==> src/rtl/lockirq_pkg.sv <==
package lockirq_pkg;

    localparam int REG_W        = 16;
    localparam int NUM_LOCK     = 2;
    localparam int NUM_SRC      = NUM_LOCK + 1;

    // control word layout
    localparam int CTL_SEL0_LSB = 12;   // lock i select at CTL_SEL0_LSB + 2*i
    localparam int CTL_LOST_EN  = 11;
    localparam int CTL_DET_EN   = 7;

    // status word layout
    localparam int STS_EVT0     = 14;   // lock i flag at STS_EVT0 + i
    localparam int STS_LOST     = 13;
    localparam int STS_LVL0     = 5;    // lock i level at STS_LVL0 + i

    typedef enum logic [1:0] {
        EDGE_OFF  = 2'b00,
        EDGE_RISE = 2'b01,
        EDGE_FALL = 2'b10,
        EDGE_ANY  = 2'b11
    } edge_sel_e;

    typedef struct packed {
        edge_sel_e [NUM_LOCK-1:0] sel;
        logic                     lost_en;
        logic                     det_en;
    } ctl_t;

    function automatic logic edge_hit(edge_sel_e s, logic prev, logic cur);
        logic rise;
        logic fall;
        rise = cur & ~prev;
        fall = prev & ~cur;
        case (s)
            EDGE_RISE: edge_hit = rise;
            EDGE_FALL: edge_hit = fall;
            EDGE_ANY:  edge_hit = rise | fall;
            default:   edge_hit = 1'b0;
        endcase
    endfunction

    function automatic int flag_pos(int i);
        flag_pos = (i < NUM_LOCK) ? (STS_EVT0 + i) : STS_LOST;
    endfunction

    function automatic ctl_t unpack_ctl(logic [REG_W-1:0] w);
        ctl_t c;
        for (int i = 0; i < NUM_LOCK; i++)
            c.sel[i] = edge_sel_e'(w[CTL_SEL0_LSB + 2*i +: 2]);
        c.lost_en = w[CTL_LOST_EN];
        c.det_en  = w[CTL_DET_EN];
        unpack_ctl = c;
    endfunction

    function automatic logic [REG_W-1:0] pack_ctl(ctl_t c);
        logic [REG_W-1:0] w;
        w = '0;
        for (int i = 0; i < NUM_LOCK; i++)
            w[CTL_SEL0_LSB + 2*i +: 2] = c.sel[i];
        w[CTL_LOST_EN] = c.lost_en;
        w[CTL_DET_EN]  = c.det_en;
        pack_ctl = w;
    endfunction

endpackage

==> src/rtl/lockirq_sync.sv <==
module lockirq_sync #(
    parameter int WIDTH  = 3,
    parameter int STAGES = 2
) (
    input  logic             clk,
    input  logic             rst,
    input  logic [WIDTH-1:0] d,
    output logic [WIDTH-1:0] q
);
    logic [STAGES-1:0][WIDTH-1:0] chain;

    always_ff @(posedge clk) begin
        if (rst) begin
            chain <= '0;
        end else begin
            chain[0] <= d;
            for (int s = 1; s < STAGES; s++)
                chain[s] <= chain[s-1];
        end
    end

    assign q = chain[STAGES-1];
endmodule

==> src/rtl/lockirq_edge.sv <==
module lockirq_edge
    import lockirq_pkg::*;
#(
    parameter int NUM = NUM_LOCK
) (
    input  logic                clk,
    input  logic                rst,
    input  logic [NUM-1:0]      lvl_i,
    input  logic                det_en,
    input  edge_sel_e [NUM-1:0] sel_i,
    output logic [NUM-1:0]      gated_o,
    output logic [NUM-1:0]      hit_o
);
    logic [NUM-1:0] prev_q;

    assign gated_o = det_en ? lvl_i : '0;

    always_ff @(posedge clk) begin
        if (rst) prev_q <= '0;
        else     prev_q <= gated_o;
    end

    for (genvar i = 0; i < NUM; i++) begin : g_det
        assign hit_o[i] = edge_hit(sel_i[i], prev_q[i], gated_o[i]);
    end
endmodule

==> src/rtl/lockirq_flags.sv <==
module lockirq_flags #(
    parameter int W = 3
) (
    input  logic         clk,
    input  logic         rst,
    input  logic [W-1:0] set_i,
    input  logic [W-1:0] clr_i,
    output logic [W-1:0] q
);
    always_ff @(posedge clk) begin
        if (rst) q <= '0;
        else     q <= (q & ~clr_i) | set_i;
    end
endmodule

==> src/rtl/lock_event_irq.sv <==
module lock_event_irq
    import lockirq_pkg::*;
#(
    parameter int SYNC_STAGES = 2
) (
    input  logic             clk,
    input  logic             rst,
    input  logic             lock1_i,
    input  logic             lock0_i,
    input  logic             ref_lost_i,
    input  logic             ctl_we,
    input  logic [REG_W-1:0] ctl_wdata,
    input  logic             sts_we,
    input  logic [REG_W-1:0] sts_wdata,
    output logic [REG_W-1:0] ctl_rdata,
    output logic [REG_W-1:0] sts_rdata,
    output logic             irq_o
);
    ctl_t                ctl_q;
    logic [NUM_SRC-1:0]  raw;
    logic [NUM_SRC-1:0]  synced;
    logic [NUM_LOCK-1:0] gated;
    logic [NUM_LOCK-1:0] hit;
    logic [NUM_SRC-1:0]  set_v;
    logic [NUM_SRC-1:0]  clr_v;
    logic [NUM_SRC-1:0]  flag_q;
    logic [NUM_SRC-1:0]  src_en;

    always_ff @(posedge clk) begin
        if (rst)         ctl_q <= '0;
        else if (ctl_we) ctl_q <= unpack_ctl(ctl_wdata);
    end
    assign ctl_rdata = pack_ctl(ctl_q);

    assign raw = {ref_lost_i, lock1_i, lock0_i};

    lockirq_sync #(.WIDTH(NUM_SRC), .STAGES(SYNC_STAGES)) u_sync (
        .clk (clk),
        .rst (rst),
        .d   (raw),
        .q   (synced)
    );

    lockirq_edge #(.NUM(NUM_LOCK)) u_edge (
        .clk     (clk),
        .rst     (rst),
        .lvl_i   (synced[NUM_LOCK-1:0]),
        .det_en  (ctl_q.det_en),
        .sel_i   (ctl_q.sel),
        .gated_o (gated),
        .hit_o   (hit)
    );

    for (genvar i = 0; i < NUM_SRC; i++) begin : g_src
        if (i < NUM_LOCK) begin : g_lock
            assign set_v[i]  = hit[i];
            assign src_en[i] = (ctl_q.sel[i] != EDGE_OFF);
        end else begin : g_lost
            assign set_v[i]  = synced[i];
            assign src_en[i] = ctl_q.lost_en;
        end
        assign clr_v[i] = sts_we & sts_wdata[flag_pos(i)];
    end

    lockirq_flags #(.W(NUM_SRC)) u_flags (
        .clk   (clk),
        .rst   (rst),
        .set_i (set_v),
        .clr_i (clr_v),
        .q     (flag_q)
    );

    always_comb begin
        sts_rdata = '0;
        for (int i = 0; i < NUM_SRC; i++)
            sts_rdata[flag_pos(i)] = flag_q[i];
        for (int i = 0; i < NUM_LOCK; i++)
            sts_rdata[STS_LVL0 + i] = gated[i];
    end

    assign irq_o = |(flag_q & src_en);
endmodule

==> config.mk <==
export PLATFORM = sky130hd
export DESIGN_NAME = lock_event_irq
export DESIGN_NICKNAME = d
export VERILOG_FILES = /design/src/rtl/lockirq_pkg.sv /design/src/rtl/lockirq_sync.sv /design/src/rtl/lockirq_edge.sv /design/src/rtl/lockirq_flags.sv /design/src/rtl/lock_event_irq.sv
export SDC_FILE = /design/constraint.sdc
export NUM_CORES = 1
export LEC_CHECK = 0
export BUFFER_PORTS_ARGS = -buffer_cell sky130_fd_sc_hd__buf_2
export CAP_MARGIN = 25
export CORE_ASPECT_RATIO = 0.7
export CORE_MARGIN = 4
export CORE_UTILIZATION = 35
export CTS_CLUSTER_DIAMETER = 200
export DETAILED_ROUTE_END_ITERATION = 16
export GPL_ROUTABILITY_DRIVEN = 0
export PLACE_DENSITY_LB_ADDON = 0.25
export SETUP_SLACK_MARGIN = 0.1
export SYNTH_ARGS = -nofsm -noshare
export SYNTH_HDL_FRONTEND = slang
export SYNTH_SLANG_ARGS = --single-unit
export TNS_END_PERCENT = 30
==> constraint.sdc <==
create_clock -name clk -period 1.5 [get_ports clk]
set_clock_uncertainty 0.15 [all_clocks]
set_input_delay 0.3 -clock clk [delete_from_list [all_inputs] [get_ports clk]]
set_output_delay 0.3 -clock clk [all_outputs]
set_load 0.02 [all_outputs]
======== After elaboration in Yosys (flattened, before gate mapping) ========
Cells that the tools add are included.
operators by class
  equality and inequality tests ........... 6
  multiplexer cells ....................... 3
  bitwise gates (word level) .............. 17
  reduce and logical (&&, ||, !) cells .... 3
operators by type and width
  operator                                             number
  equality test 2 bit, second input constant           4
  AND 1 bit                                            7
  AND 3 bit                                            2
  case mux 1 bit (3 select lines)                      2
  equality test 2 x 1 -> 1 bit, second input constant  2
  inverter 1 bit                                       4
  nonzero test 2 bit                                   2
  inverter 3 bit                                       1
  OR 3 bit                                             1
  OR reduction 3 bit                                   1
  2-to-1 mux 2 bit                                     1
  OR 1 bit                                             2
word-level totals
  flip-flop bits (word level) ............. 17
  bits of input ports ..................... 39
  output and inout bits ................... 33
  word-level logic and storage cells ...... 37

======== Longest topological paths before layout ========
Gate-level depths: netlist of the first run.
  word-level depth ........................ 6
  gate-level depth with buffers ........... 5
  depth with buffers taken out ............ 5

======== Cells and area by module ========
Synthesis of the first run repeated with hierarchy kept, for this count alone.
unflattened totals
  cells, all modules ...................... 99
  area total of the unflattened synthesis .. 870.8 um^2
modules (own cells, without submodules)
  module          times used  cells each  area each (um^2)  seq. area each (um^2)
  lock_event_irq  1           48          412.9             120.1
  lockirq_sync    1           15          180.2             120.1
  lockirq_edge    1           24          172.7             40.0
  lockirq_flags   1           12          105.1             60.1

======== Worst setup path after synthesis of the first run ========
No wires, ideal clock.
  kind .................................... register to output
  from .................................... register ctl_q (netlist bit ctl_rdata[12])
  to ...................................... output irq_o
  arrival ................................. 797 ps
  required time ........................... 1,050 ps
  setup slack ............................. 253 ps
  cell stages (with the launch flop) ...... 3
  buffers on the path ..................... 0
  cells stage by stage .................... dfxtp_1 > o21ai_0 > nand3_1
between the ends
  cells in the longest elaborated chain, start to end .. 3
ends and longest elaborated chain
  item                    RTL line              RTL
  start, declared         lock_event_irq.sv:19  ctl_t ctl_q;
  start signal, assigned  lock_event_irq.sv:31  else if (ctl_we) ctl_q <= unpack_ctl(ctl_wdata);
  nonzero test 2 bit      lock_event_irq.sv:57  assign src_en[i] = (ctl_q.sel[i] != EDGE_OFF);
  AND 3 bit               lock_event_irq.sv:81  assign irq_o = |(flag_q & src_en);
  OR reduction 3 bit      lock_event_irq.sv:81
  end, declared           lock_event_irq.sv:17  output logic irq_o
Every way passes these cells.

======== Worst setup path after layout of the first run ========
  from .................................... register ctl_q (netlist bit ctl_rdata[14])
  to ...................................... output irq_o
Same word-level chain as after synthesis.

==> impl_metrics.ini, run 1 <==
[status]
outcome = complete, no violations

[timing]
slew_viol_final = 0
final.min_clock_period_ps = 1440
hold_viol = 0
finalCritPeriodShare = 0.958
rsz0062_at_grt = yes
setup_viol = 0
max_freq_mhz = 696
setup_slack_ps = 63.3

[cells_and_area]
syn_to_final_growth_pct = 22.2
diodes = 0
final_layout_size_suffix_gt1_frac = 0.350
n_fill_cell = 229
multi_input_comb_area_um2 = 380
final_cell_area_um2 = 1020
instances_no_fill = 155
final-seq-area_um2 = 354
post-route-util = 0.461
layout_common_cells = conb_1 (21), buf_2 (21), dfxtp_1 (12)
layout.nets = 167

[routing]
antenna_left = 0
vias = 598
first_iter_violations = 20
firstDrtPassIters = 2
avgRoutedWirePerCell_um = 9.66
viasPerCell = 3.86
drc_errors = 0
drt-total-wl_um = 1500

[logic_synthesis]
avgSynthCellArea_um2 = 8.96
syn_inst = 93
synthMuxAreaShare = 0.0721
synth.distinct_cells = 14
synth_top_family_by_area = buffers and inverters
ys_seq_elements = 17
synth-simple-area-share = 0.149
syn_area_um2 = 833
synth_compound_area_frac = 0.0631
ys.warnings.count = 0
synth-xor-area-share = 0
yosysSeqAreaShare = 0.408
synth_adder_area_share = 0.0601

[floorplanning]
rows = 14
io_pins = 72
die_area_um2 = 3240
core_area_um2 = 2210
start_util = 0.378
die_h_um = 48.8
die_x_um = 66.3

[clock_tree]
htree_levels = 1
cts_buffer_depth = 2
cts_buffers = 3
clk-insertion-delay-late_ps = 280
clkSinkCount = 17
clkTransAtPathRegs_ps = 90
cts_tree = yes
cts.hold.buffers_added = 0
ctsRootBufferMaster = clkbuf_4

[placement]
placed_area_um2 = 903
dp_hpwl_um = 1170
portBuffers = 27
dp_slack_ps = 143
dp.cells = 148

[global_routing]
grt_pass1_wl_um = 2190
grt_max_degree = 18
grt_pass1_vias = 476
grt_overflow_total = 0
grt_usage = 0.0894
antenna_found_initial = 0

[pwr]
power_leakage_nw = 0.520
p_per_area_nw_per_um2 = 851
irDropWorstVdd_mv = 0.545
p_total_mw = 0.866

[critical_path]
critPathMaxFanout = 2
crit_required_ps = 1050
cp.arrival_ps = 990
end_kind = primary output
critical_path_class = reg -> out
cp-start-kind = flip-flop

[flow_run]
max-cap-violations = 0

[worst_hold_path]
hold_path.class = in -> reg
-- power by group --
group | internal [mW] | switching (mW) | total [mW]
Sequential | 0.469 | 0.0126 | 0.481
Combinational | 0.0528 | 0.100 | 0.153
Clock | 0.103 | 0.129 | 0.232
-- logic make-up after synthesis --
group	after synthesis
other cells	1
buf+inv	30
mux	6
simple gates	26
fa+ha+maj	4
flops	17
compound gates	9
-- critical path, stage by stage (launching register included) --
cell and delay [ps]:
dfxtp_4 350, o21ai_2 140, nand3_2 90, buf_6 140
-- state kept, by name, summed over array words and instances, names as in the netlist --
register,flops
ctl_rdata,6
u_flags.q,3
u_sync.chain,3
u_sync.q,3
u_edge.prev_q,2
-- area by class of cell --
type,count,share of cell area
Timing Repair Buffer,30,0.192
Multi-Input combinational cell,66,0.373
Tap cell,32,0.0393
Inverter,6,0.0221
Sequential cell,17,0.348
Clock buffer,4,0.0258
-- layer usage --
| metal | vias up | track usage | share of wire | wire [um] |
|---|---|---|---|---|
| li1 | 311 | - | - | - |
| met1 | 258 | 0.115 | 0.46 | 695 |
| met2 | 29 | 0.130 | 0.44 | 652 |
| met3 | 0 | 0.0553 | 0.10 | 150 |
| met4 | 0 | 0.0101 | 0 | 0 |
| met5 | - | 0 | 0 | 0 |
-- path summary, 6_finish.rpt --
check	slack [ps]	cells after the start	from	endpoint
setup / recovery	60	3	ctl_rdata[14]	irq_o
hold / removal	70	2	ref_lost_i	u_sync.chain[2]
setup reg to reg	180	5	ctl_rdata[7]	u_flags.q[0]
hold reg to reg	300	1	u_sync.chain[0]	u_sync.q[0]
-- through the flow --
| stage | hold slack (ps) | setup TNS [ps] |
|---|---|---|
| after detailed placement | 278 | 0 |
| after CTS | 65.2 | 0 |
| after global routing | 71.5 | -0.318 |
| after floorplan | 219 | 0 |
| after global placement | 267 | 0 |
| final | 71.5 | 0 |
-- synthesized netlist by cell type --
master / number / share of area
nand3_1: 1 / 0.0060
buf_4: 24 / 0.22
conb_1: 1 / 0.0045
inv_1: 6 / 0.027
o21ai_0: 2 / 0.012
nor2_1: 9 / 0.041
nand2_1: 6 / 0.027
nor2b_1: 10 / 0.075
a32oi_1: 2 / 0.021
a21oi_1: 3 / 0.018
mux2i_1: 6 / 0.072
o21ai_1: 2 / 0.012
dfxtp_1: 17 / 0.41
ha_1: 4 / 0.060
-- repair_timing --
action | CTS | global route
cloned | 0 | 0
pin swaps | 2 | 0
endpoints found under the setup margin | 3 | 6
buffers inserted | 3 | 0
gates resized for setup | 14 | 13
No activity file was read; power rests on OpenSTA's default activity.
==> run 2: changes to the inputs <==
Settings changed: CORE_UTILIZATION 35 to 30.
==> run 2 against run 1 <==
Sequential power is essentially flat. Clock power increased by 43%. Final area fell by 0.61%. Sequential share of layout area grew 0.22 points. Power increased by 11%. Core utilization is 6.5 points lower. Largest cell class unchanged.
==> impl_metrics.ini, run 2 (synthesis results as in run 1) <==
[status]
outcome = complete, no violations

[floorplanning]
die_h_um = 52.1
die_area_um2 = 3700
core_area_um2 = 2550
start_util = 0.326
rows = 15
io_pins = 72
die_x_um = 71.0

[timing]
max_freq_mhz = 716
final.min_clock_period_ps = 1400
finalCritPeriodShare = 0.932
rsz0062_at_grt = yes
finalSetupTns_ps = 0
hold_viol = 0
setup_viol = 0
slew_viol_final = 0

[global_routing]
antenna_found_initial = 0
grt_max_degree = 18
grt_pass1_vias = 514
grt_overflow_total = 0
grt_pass1_wl_um = 2350
grt_usage = 0.0857

[cells_and_area]
syn_to_final_growth_pct = 21.5
instances_no_fill = 157
layout_commonest_cell = buf_2
final_cell_area_um2 = 1010
n_fill_cell = 269
final-seq-area_um2 = 354
diodes = 0
largest_reg_flops = 6
final_layout_size_suffix_gt1_frac = 0.350
multi_input_comb_area_um2 = 378
layout_common_cells = buf_2 (24), conb_1 (21), dfxtp_1 (12)
layout.nets = 167

[critical_path]
crit_required_ps = 1050
crit_path_start = ctl_rdata[14]
rr_worst_depth = 5
critical_path_class = reg -> out
cp-start-kind = flip-flop
r2r_start = ctl_rdata[7]
critPathMaxFanout = 6
cp.arrival_ps = 950
end_kind = primary output

[clock_tree]
cts.hold.buffers_added = 0
clk-insertion-delay-late_ps = 250
cts_buffer_depth = 2
clkTransAtPathRegs_ps = 60
clkSinkCount = 17
ctsRootBufferMaster = clkbuf_8
cts_tree = yes
cts_buffers = 3
htree_levels = 1

[routing]
drt-total-wl_um = 1590
viasPerCell = 3.80
drc_errors = 0
avgRoutedWirePerCell_um = 10.1
vias = 597
antenna_left = 0
firstDrtPassIters = 2
first_iter_violations = 17

[placement]
dp.cells = 150
placed_area_um2 = 906
dp_hpwl_um = 1210
portBuffers = 27

[worst_hold_path]
hold_depth = 2
hold_path.startpoint = lock0_i
hold_path.class = in -> reg

[flow_run]
max-cap-violations = 0

[pwr]
power_leakage_nw = 0.525
power.share.clock = 0.345
irDropWorstVdd_mv = 0.608
p_per_area_nw_per_um2 = 946
internal-power_mw = 0.700
switching_share = 0.270
seq_power_share = 0.503
p_comb_frac = 0.152
power_switching_mw = 0.258
## run 2: cell type report
| type | count | area share |
|---|---|---|
| flip-flops and latches | 17 | 0.350 |
| repair buffers | 30 | 0.167 |
| clock inverters | 1 | 0.00494 |
| clock buffers | 3 | 0.0408 |
| multi-input cells | 66 | 0.373 |
| inverters | 6 | 0.0222 |
| well taps | 34 | 0.0420 |
## run 2: per-layer routing
| layer | wire, um | vias to the layer above | track usage |
|---|---|---|---|
| li1 | - | 310 | - |
| met1 | 693 | 258 | 0.106 |
| met2 | 707 | 27 | 0.123 |
| met3 | 170 | 2 | 0.0502 |
| met4 | 14 | 0 | 0.0281 |
| met5 | 0 | - | 0 |
## run 2: what timing repair did
action / CTS / global route
gates resized for setup: 13 / 5
gates cloned: 0 / 0
pin swaps: 3 / 1
setup endpoints to repair: 3 / 3
setup buffers: 3 / 0
## run 2: worst max-delay path, cell delays in order, from the launching register on
cell and delay (ps):
dfxtp_4 360, o21ai_2 130, nand3_2 80, buf_6 130
## run 2: power by group through the flow
stage / clock network [mW] / logic [mW] / registers [mW]
floorplan: 0 / 0.129 / 0.503
global placement: 0 / 0.131 / 0.495
detailed placement: 0 / 0.132 / 0.495
CTS: 0.347 / 0.145 / 0.483
global route: 0.368 / 0.159 / 0.484
finish: 0.331 / 0.145 / 0.481
## run 2: worst paths after layout
kind | to | slack, ps
setup / recovery | irq_o | 100
hold / removal | u_sync.chain[0] | 100
setup reg to reg | u_flags.q[0] | 210
hold reg to reg | u_sync.q[0] | 290
## run 2: per-stage QoR
step | total power, mW | utilization | hold WS (ps) | setup WS (ps)
2_1_floorplan | 0.632 | - | 219 | 253
3_3_place_gp | 0.626 | 0.355 | 269 | 205
3_5_place_dp | 0.627 | 0.355 | 274 | 169
4_1_cts | 0.975 | 0.391 | 94.7 | 88.7
5_1_grt | 1.01 | 0.397 | 99.9 | 64.3
6_report | 0.958 | 0.397 | 103 | 103
